<file path="src/rtl/hs_resp_pkg.sv">
package hs_resp_pkg;
  typedef enum logic {
    ST_IDLE = 1'b0,
    ST_WAIT = 1'b1
  } hs_state_e;
endpackage

</file>
<file path="src/rtl/hs_seq.sv">
module hs_seq
  import hs_resp_pkg::*;
#(
  parameter int DLY_W = 8
) (
  input  logic             clk,
  input  logic             rst,
  input  logic             req_i,
  input  logic [DLY_W-1:0] cfg_delay,
  output logic             launch_o,
  output logic             pulse_o
);
  localparam logic [DLY_W-1:0] ONE = DLY_W'(1);

  hs_state_e        st_q;
  logic [DLY_W-1:0] cnt_q;
  logic             zero_dly;
  logic             wait_done;

  assign launch_o  = (st_q == ST_IDLE) && req_i;
  assign zero_dly  = (cfg_delay == '0);
  assign wait_done = (st_q == ST_WAIT) && (cnt_q == '0);
  assign pulse_o   = (launch_o && zero_dly) || wait_done;

  always_ff @(posedge clk) begin
    if (rst) begin
      st_q  <= ST_IDLE;
      cnt_q <= '0;
    end else begin
      case (st_q)
        ST_IDLE: begin
          if (launch_o && !zero_dly) begin
            st_q  <= ST_WAIT;
            cnt_q <= cfg_delay - ONE;
          end
        end
        default: begin
          if (cnt_q == '0) st_q <= ST_IDLE;
          else             cnt_q <= cnt_q - ONE;
        end
      endcase
    end
  end

  // no pulse while idle and not requested
  p_idle_quiet_r2: assert property (@(posedge clk) disable iff (rst)
    (st_q == ST_IDLE && !req_i) |-> !pulse_o);
  // the pulse from the wait state leads back to idle
  p_back_idle_r10: assert property (@(posedge clk) disable iff (rst)
    (st_q == ST_WAIT && pulse_o) |=> (st_q == ST_IDLE));
  // counting moves strictly down while waiting
  p_count_down_r3: assert property (@(posedge clk) disable iff (rst)
    (st_q == ST_WAIT && !pulse_o) |=> (st_q == ST_WAIT && cnt_q == $past(cnt_q) - ONE));
endmodule

</file>
<file path="src/rtl/hs_dpath.sv">
module hs_dpath #(
  parameter int DATA_W = 16
) (
  input  logic              clk,
  input  logic              rst,
  input  logic              launch_i,
  input  logic              pulse_i,
  input  logic [DATA_W-1:0] cfg_data,
  input  logic              cfg_sink,
  input  logic [DATA_W-1:0] take_data_i,
  input  logic              clr_err_i,
  output logic [DATA_W-1:0] put_data_o,
  output logic              err_o
);
  logic [DATA_W-1:0] word_q;
  logic              sink_q;
  logic [DATA_W-1:0] word_e;
  logic              sink_e;
  logic              miss;

  // the detection cycle uses live settings, later cycles the captured copy
  assign word_e = launch_i ? cfg_data : word_q;
  assign sink_e = launch_i ? cfg_sink : sink_q;

  assign put_data_o = (pulse_i && !sink_e) ? word_e : '0;
  assign miss       = pulse_i && sink_e && (take_data_i != word_e);

  always_ff @(posedge clk) begin
    if (rst) begin
      word_q <= '0;
      sink_q <= 1'b0;
      err_o  <= 1'b0;
    end else begin
      if (launch_i) begin
        word_q <= cfg_data;
        sink_q <= cfg_sink;
      end
      if (miss)           err_o <= 1'b1;
      else if (clr_err_i) err_o <= 1'b0;
    end
  end

  // data is zero outside the pulse
  p_put_zero_r5: assert property (@(posedge clk) disable iff (rst)
    !pulse_i |-> (put_data_o == '0));
  // sink mode never drives data
  p_sink_quiet_r6: assert property (@(posedge clk) disable iff (rst)
    (pulse_i && sink_e) |-> (put_data_o == '0));
  // the flag holds without a clear
  p_err_sticky_r7: assert property (@(posedge clk) disable iff (rst)
    (err_o && !clr_err_i) |=> err_o);
  // the captured word holds while not launching
  p_word_hold_r9: assert property (@(posedge clk) disable iff (rst)
    !launch_i |=> $stable(word_q));
endmodule

</file>
<file path="src/rtl/hs_txn_cnt.sv">
module hs_txn_cnt #(
  parameter int CNT_W = 8
) (
  input  logic             clk,
  input  logic             rst,
  input  logic             pulse_i,
  output logic [CNT_W-1:0] cnt_o
);
  always_ff @(posedge clk) begin
    if (rst)          cnt_o <= '0;
    else if (pulse_i) cnt_o <= cnt_o + CNT_W'(1);
  end

  // one step per pulse, hold otherwise
  p_cnt_step_r8: assert property (@(posedge clk) disable iff (rst)
    pulse_i |=> (cnt_o == $past(cnt_o) + CNT_W'(1)));
  p_cnt_hold_r8: assert property (@(posedge clk) disable iff (rst)
    !pulse_i |=> $stable(cnt_o));
endmodule

</file>
<file path="src/rtl/hs_responder.sv">
module hs_responder #(
  parameter int DLY_W  = 8,
  parameter int DATA_W = 16,
  parameter int CNT_W  = 8
) (
  input  logic              clk,
  input  logic              rst,
  input  logic [DLY_W-1:0]  cfg_delay,
  input  logic [DATA_W-1:0] cfg_data,
  input  logic              cfg_sink,
  input  logic              req_i,
  output logic              pulse_o,
  output logic [DATA_W-1:0] put_data_o,
  input  logic [DATA_W-1:0] take_data_i,
  input  logic              clr_err_i,
  output logic              err_o,
  output logic [CNT_W-1:0]  done_cnt_o
);
  logic launch;

  hs_seq #(.DLY_W(DLY_W)) u_seq (
    .clk       (clk),
    .rst       (rst),
    .req_i     (req_i),
    .cfg_delay (cfg_delay),
    .launch_o  (launch),
    .pulse_o   (pulse_o)
  );

  hs_dpath #(.DATA_W(DATA_W)) u_dpath (
    .clk         (clk),
    .rst         (rst),
    .launch_i    (launch),
    .pulse_i     (pulse_o),
    .cfg_data    (cfg_data),
    .cfg_sink    (cfg_sink),
    .take_data_i (take_data_i),
    .clr_err_i   (clr_err_i),
    .put_data_o  (put_data_o),
    .err_o       (err_o)
  );

  hs_txn_cnt #(.CNT_W(CNT_W)) u_cnt (
    .clk     (clk),
    .rst     (rst),
    .pulse_i (pulse_o),
    .cnt_o   (done_cnt_o)
  );

  // a request seen in idle with zero delay pulses at once
  p_zero_now_r4: assert property (@(posedge clk) disable iff (rst)
    (launch && cfg_delay == '0) |-> pulse_o);
  // a pulse never repeats in the next cycle without a new request
  p_single_r3: assert property (@(posedge clk) disable iff (rst)
    (pulse_o && !req_i) |=> !pulse_o);
endmodule

</file>
<file path="config.mk">
export PLATFORM = sky130hd
export DESIGN_NAME = hs_responder
export DESIGN_NICKNAME = d
export VERILOG_FILES = /design/src/rtl/hs_resp_pkg.sv /design/src/rtl/hs_seq.sv /design/src/rtl/hs_dpath.sv /design/src/rtl/hs_txn_cnt.sv /design/src/rtl/hs_responder.sv
export SDC_FILE = /design/constraint.sdc
export NUM_CORES = 1
export LEC_CHECK = 0
export ABC_AREA = 1
export CORE_ASPECT_RATIO = 1.5
export CORE_MARGIN = 5
export CORE_UTILIZATION = 50
export DETAILED_ROUTE_END_ITERATION = 12
export PLACE_DENSITY_LB_ADDON = 0.05
export REMOVE_ABC_BUFFERS = 1
export SLEW_MARGIN = 10
export SYNTH_ARGS = -nofsm -noshare
export SYNTH_HDL_FRONTEND = slang
export SYNTH_SLANG_ARGS = --single-unit
</file>
<file path="constraint.sdc">
create_clock -name clk -period 4.1 [get_ports clk]
set_clock_uncertainty 0.2 [all_clocks]
set_input_delay 0.615 -clock clk [delete_from_list [all_inputs] [get_ports clk]]
set_output_delay 0.615 -clock clk [all_outputs]
set_load 0.005 [all_outputs]
</file>
==> out/results.md <==
| Result | Reported | Unit |
|---|---|---|
| Via count of the first global-routing pass | 2,384 | - |
| Synth unique cells | 30 | - |
| Combinational share of power | 31.3 | % |
| Number of max-slew violations in the final report | 0 | - |
| Number of nets in the layout | 494 | - |
| Number of DRC violations after detailed-routing iteration 0 | 85 | - |
| CTS clk-pin slew, worst paths | 0.08 | ns |
| R2r startpoint | u_seq.st_q | - |
| Unrepaired setup endpoints after global routing | false | - |
| Synth-to-Final Area Change | 32.79 | % |
| Die H | 94.39 | um |
| Buffer and inverter count on the worst path | 2 | - |
| Highest net fanout along the worst path | 32 | - |
| Crit-path cells | clkdlybuf4s50_1 -> nand2_4 -> mux2i_4 -> nand2_2 -> nor2_1 -> clkdlybuf4s50_1 | - |
| Post-Syn Area | 0.002374 | mm^2 |
| PostCTS Resize Cnt | 0 | - |
| Crit-path leading delay family | buffers and inverters | - |
| Yosys Warn Count | 0 | - |
| Number of antenna violations at the first check in global routing | 0 | - |
| Capturing element of the worst setup path | put_data_o[12] | - |
| Number of diodes added for antenna fixing | 0 | - |
| Pre-Repair DR Iteration Count | 4 | - |
| Register share of total power | 41.9 | % |
| Vias per std cell | 4.988 | - |
| Final Hold Viols | 0 | - |
| Hold/Removal Path Class | register to register | - |
| Sequential cell area fraction in the yosys report | 29.52 | % |
| Net switching power of the design | 0.0003075 | W |
| Largest incremental delay on the critical path | 0.54 | ns |
| Post-CTS setup-driven buffer insertion count | 0 | - |
| Proportion of total power due to net switching | 33.32 | % |
| Startpoint class of the critical path | input port | - |
| Total power density per cell area | 292.8 | mW/mm^2 |
| Maximum number of pins on one net before global-route repair | 33 | - |
| Dpl hpwl | 4.607 | mm |
| Level count of the clock H-tree | 2 | - |
| Period Utilization, post-route | 87.31 | % |
| Worst VDD drop | 0.2805 | mV |
| Cells after synthesis | 382 | - |
| Number of flip-flops and latches in the synthesized netlist | 35 | - |
| Cts hold-fix bufs | 0 | - |
| Type of destination of the critical path | primary output | - |
| Core utilization of the finished layout | 68.83 | % |
| Most Frequent Cell on Critical Path | sky130_fd_sc_hd__clkdlybuf4s50_1 | - |
| Initial Utilization | 51.83 | % |
| Endpoints failing setup | 0 | - |
| Worst-case register-to-register setup slack | 2.12 | ns |
| DRT Wirelength | 6.064 | mm |
| Syn avg cell area | 6.213 | um^2 |
| Post-route ant nets | 0 | - |
| CP Launch Point | req_i | - |
| Critical Path RT | 3.28 | ns |
| Routed len/inst | 11.84 | um |
| Path length in cells of the critical path | 6 | - |
| Number of rows created at floorplan | 30 | - |
| TritonCTS Sinks | 35 | - |
| CORE AREA | 0.004579 | mm^2 |
| Cell with the biggest individual delay on the critical path | sky130_fd_sc_hd__clkdlybuf4s50_1 | - |
| Internal Dissipation | 0.0006153 | W |
| Port Buf Inserts | 70 | - |
| Arrival time at the worst endpoint | 2.76 | ns |
| Total grt overflow | 0 | - |
| Worst slew margin relative to its limit | 76.50 | % |
| Logic depth of the worst register-to-register path | 12 | - |
| Max Clock Freq | 0.2794 | GHz |
| Max cap viols | 0 | - |
| Tot GR Track Use | 20.22 | % |
| TritonCTS clock tree | built | - |
| Number of fillers in the final layout | 433 | - |
| Status | finished, final reports clean | - |
| Insertion delay to the later sink of the worst-skew pair | 0.29 | ns |
| Die Span X | 66.26 | um |
| Clock buffer depth | 2 | - |
| Pin slew with the least headroom to its limit | 0.3516 | ns |
| Total Die Area | 0.006253 | mm^2 |
| Via count | 2,554 | - |
| I/O pin count | 71 | - |
| Aggregate negative setup slack | 0 | ns |
| Fraction of layout instances using a drive strength above 1 | 4.464 | % |
| Wire length of the first global-routing pass | 9.984 | mm |
| Final weighted congestion of routability-driven global placement | 0.8042 | - |
| Clock Root Buffer | sky130_fd_sc_hd__clkbuf_8 | - |
| Inserted Clock Buffers | 5 | - |
| Crit Reg-Reg Endpoint | u_dpath.err_o | - |
| Remaining DRCs | 0 | - |
| Proportion of power drawn by the clock network | 26.8 | % |
| Final critical-path required period | 3.580 | ns |
| Leak Pwr | 1.400 | nW |
| Crit Path Category | input port to primary output | - |
-- state kept, by name (all words and copies together), names as in the netlist --
name and cells:
u_cnt.cnt_o 8, u_dpath.err_o 1, u_dpath.sink_q 1, u_dpath.word_q 16, u_seq.cnt_q 8, u_seq.st_q 1
-- per-stage QoR --
| stage | cell area [um^2] | setup WS, ns | hold slack (ns) | std cells | total power (W) |
|---|---|---|---|---|---|
| 6_report | 3152 | 0.5204 | 0.2742 | 512 | 0.0009228 |
| 5_1_grt | 3152 | 0.3934 | 0.2996 | 512 | 0.0009880 |
| 4_1_cts | 3152 | 0.5541 | 0.2756 | 512 | 0.0009317 |
| 3_5_place_dp | 3067 | 0.5560 | 0.2646 | 504 | 0.0006822 |
| 3_3_place_gp | 3067 | 0.6331 | 0.2550 | 504 | 0.0006770 |
| 2_1_floorplan | 2263 | 1.565 | 0.2483 | 367 | 0.0005722 |
-- per-layer routing --
metal / global-route usage [%] / share of wire (%) / up-vias
met5: 0 / 0 / -
met4: 6.949 / 1.6 / 0
met3: 3.690 / 5.1 / 8
met2: 38.36 / 54 / 57
met1: 21.76 / 40 / 1156
li1: - / - / 1333
-- synthesized netlist by cell type (all sizes together) --
| cell | n | share of area, % |
|---|---|---|
| a21o | 1 | 0.32 |
| a21oi | 14 | 3.0 |
| a31oi | 1 | 0.26 |
| buf | 12 | 4.2 |
| clkbuf | 3 | 0.47 |
| dfxtp | 35 | 30 |
| ha | 2 | 1.1 |
| inv | 47 | 7.6 |
| mux2i | 1 | 0.95 |
| nand2 | 109 | 18 |
| nand3 | 39 | 8.2 |
| nand3b | 23 | 7.3 |
| nand4 | 3 | 0.79 |
| nor2 | 58 | 9.5 |
| nor3 | 3 | 0.84 |
| o21a | 1 | 0.32 |
| o21ai | 21 | 4.7 |
| or2 | 1 | 0.26 |
| xnor2 | 5 | 1.8 |
| xor2 | 3 | 1.1 |
-- area by class of cell --
type / instances / area [um^2] / area share [%]
timing repair buffer: 73 / 723.2 / 22.95
multi-input combinational: 285 / 1381 / 43.83
inverter: 47 / 181.4 / 5.756
sequential: 35 / 700.7 / 22.23
clock buffer: 6 / 72.57 / 2.303
clock inverter: 2 / 12.51 / 0.3970
tap: 64 / 80.08 / 2.541
-- tightest hold or removal path: stages, from the launching register on --
cell and delay [ns]:
sky130_fd_sc_hd__dfxtp_1 0.31, sky130_fd_sc_hd__nand2_1 0.06, sky130_fd_sc_hd__a21oi_1 0.06
-- power groups by stage --
stage	combinational, W	sequential [W]	clock [W]
2_1_floorplan	0.000177	0.000395	0
3_3_place_gp	0.000283	0.000394	0
3_5_place_dp	0.000288	0.000395	0
4_1_cts	0.000290	0.000387	0.000255
5_1_grt	0.000329	0.000390	0.000268
6_report	0.000289	0.000387	0.000247
-- worst min-delay path by stage --
stage | startpoint | to | slack, ns | cells after the start
final | u_dpath.err_o | u_dpath.err_o | 0.27 | 2
after global placement | u_dpath.err_o | u_dpath.err_o | 0.25 | 2
after CTS | u_dpath.err_o | u_dpath.err_o | 0.28 | 2
after detailed placement | u_dpath.err_o | u_dpath.err_o | 0.26 | 2
after global routing | u_dpath.err_o | u_dpath.err_o | 0.30 | 2
after floorplan | u_seq.cnt_q[0] | u_seq.cnt_q[0] | 0.25 | 2
-- cell usage in the layout, fill, tap and decap left out, types with 2 or more instances in the layout --
| cell type | instances |
|---|---|
| sky130_fd_sc_hd__nand3b_1 | 23 |
| sky130_fd_sc_hd__o21ai_1 | 5 |
| sky130_fd_sc_hd__inv_1 | 45 |
| sky130_fd_sc_hd__nor2_1 | 57 |
| sky130_fd_sc_hd__nand2_2 | 2 |
| sky130_fd_sc_hd__nand2_1 | 106 |
| sky130_fd_sc_hd__nand4_1 | 3 |
| sky130_fd_sc_hd__o21ai_0 | 14 |
| sky130_fd_sc_hd__ha_1 | 2 |
| sky130_fd_sc_hd__o21ai_2 | 2 |
| sky130_fd_sc_hd__a21oi_1 | 14 |
| sky130_fd_sc_hd__clkdlybuf4s50_1 | 70 |
| sky130_fd_sc_hd__nor3_1 | 2 |
| sky130_fd_sc_hd__xnor2_1 | 5 |
| sky130_fd_sc_hd__nand3_1 | 39 |
| sky130_fd_sc_hd__xor2_1 | 3 |
| sky130_fd_sc_hd__buf_4 | 3 |
| sky130_fd_sc_hd__dfxtp_1 | 35 |
| sky130_fd_sc_hd__clkbuf_8 | 5 |
-- cells by family (layout without fill, tap and decap cells) --
logic type | count (synthesis) | after routing | share of synthesized area, %
multiplexers | 1 | 1 | 0.9488
flip-flops | 35 | 35 | 29.52
XOR/XNOR | 8 | 8 | 2.952
buffers and inverters | 62 | 128 | 12.28
AND/OR/NAND/NOR | 236 | 236 | 44.65
AO/OA/AOI/OAI | 38 | 38 | 8.593
adder cells (fa/ha/maj) | 2 | 2 | 1.054
No activity file was read; power rests on OpenSTA's default activity.
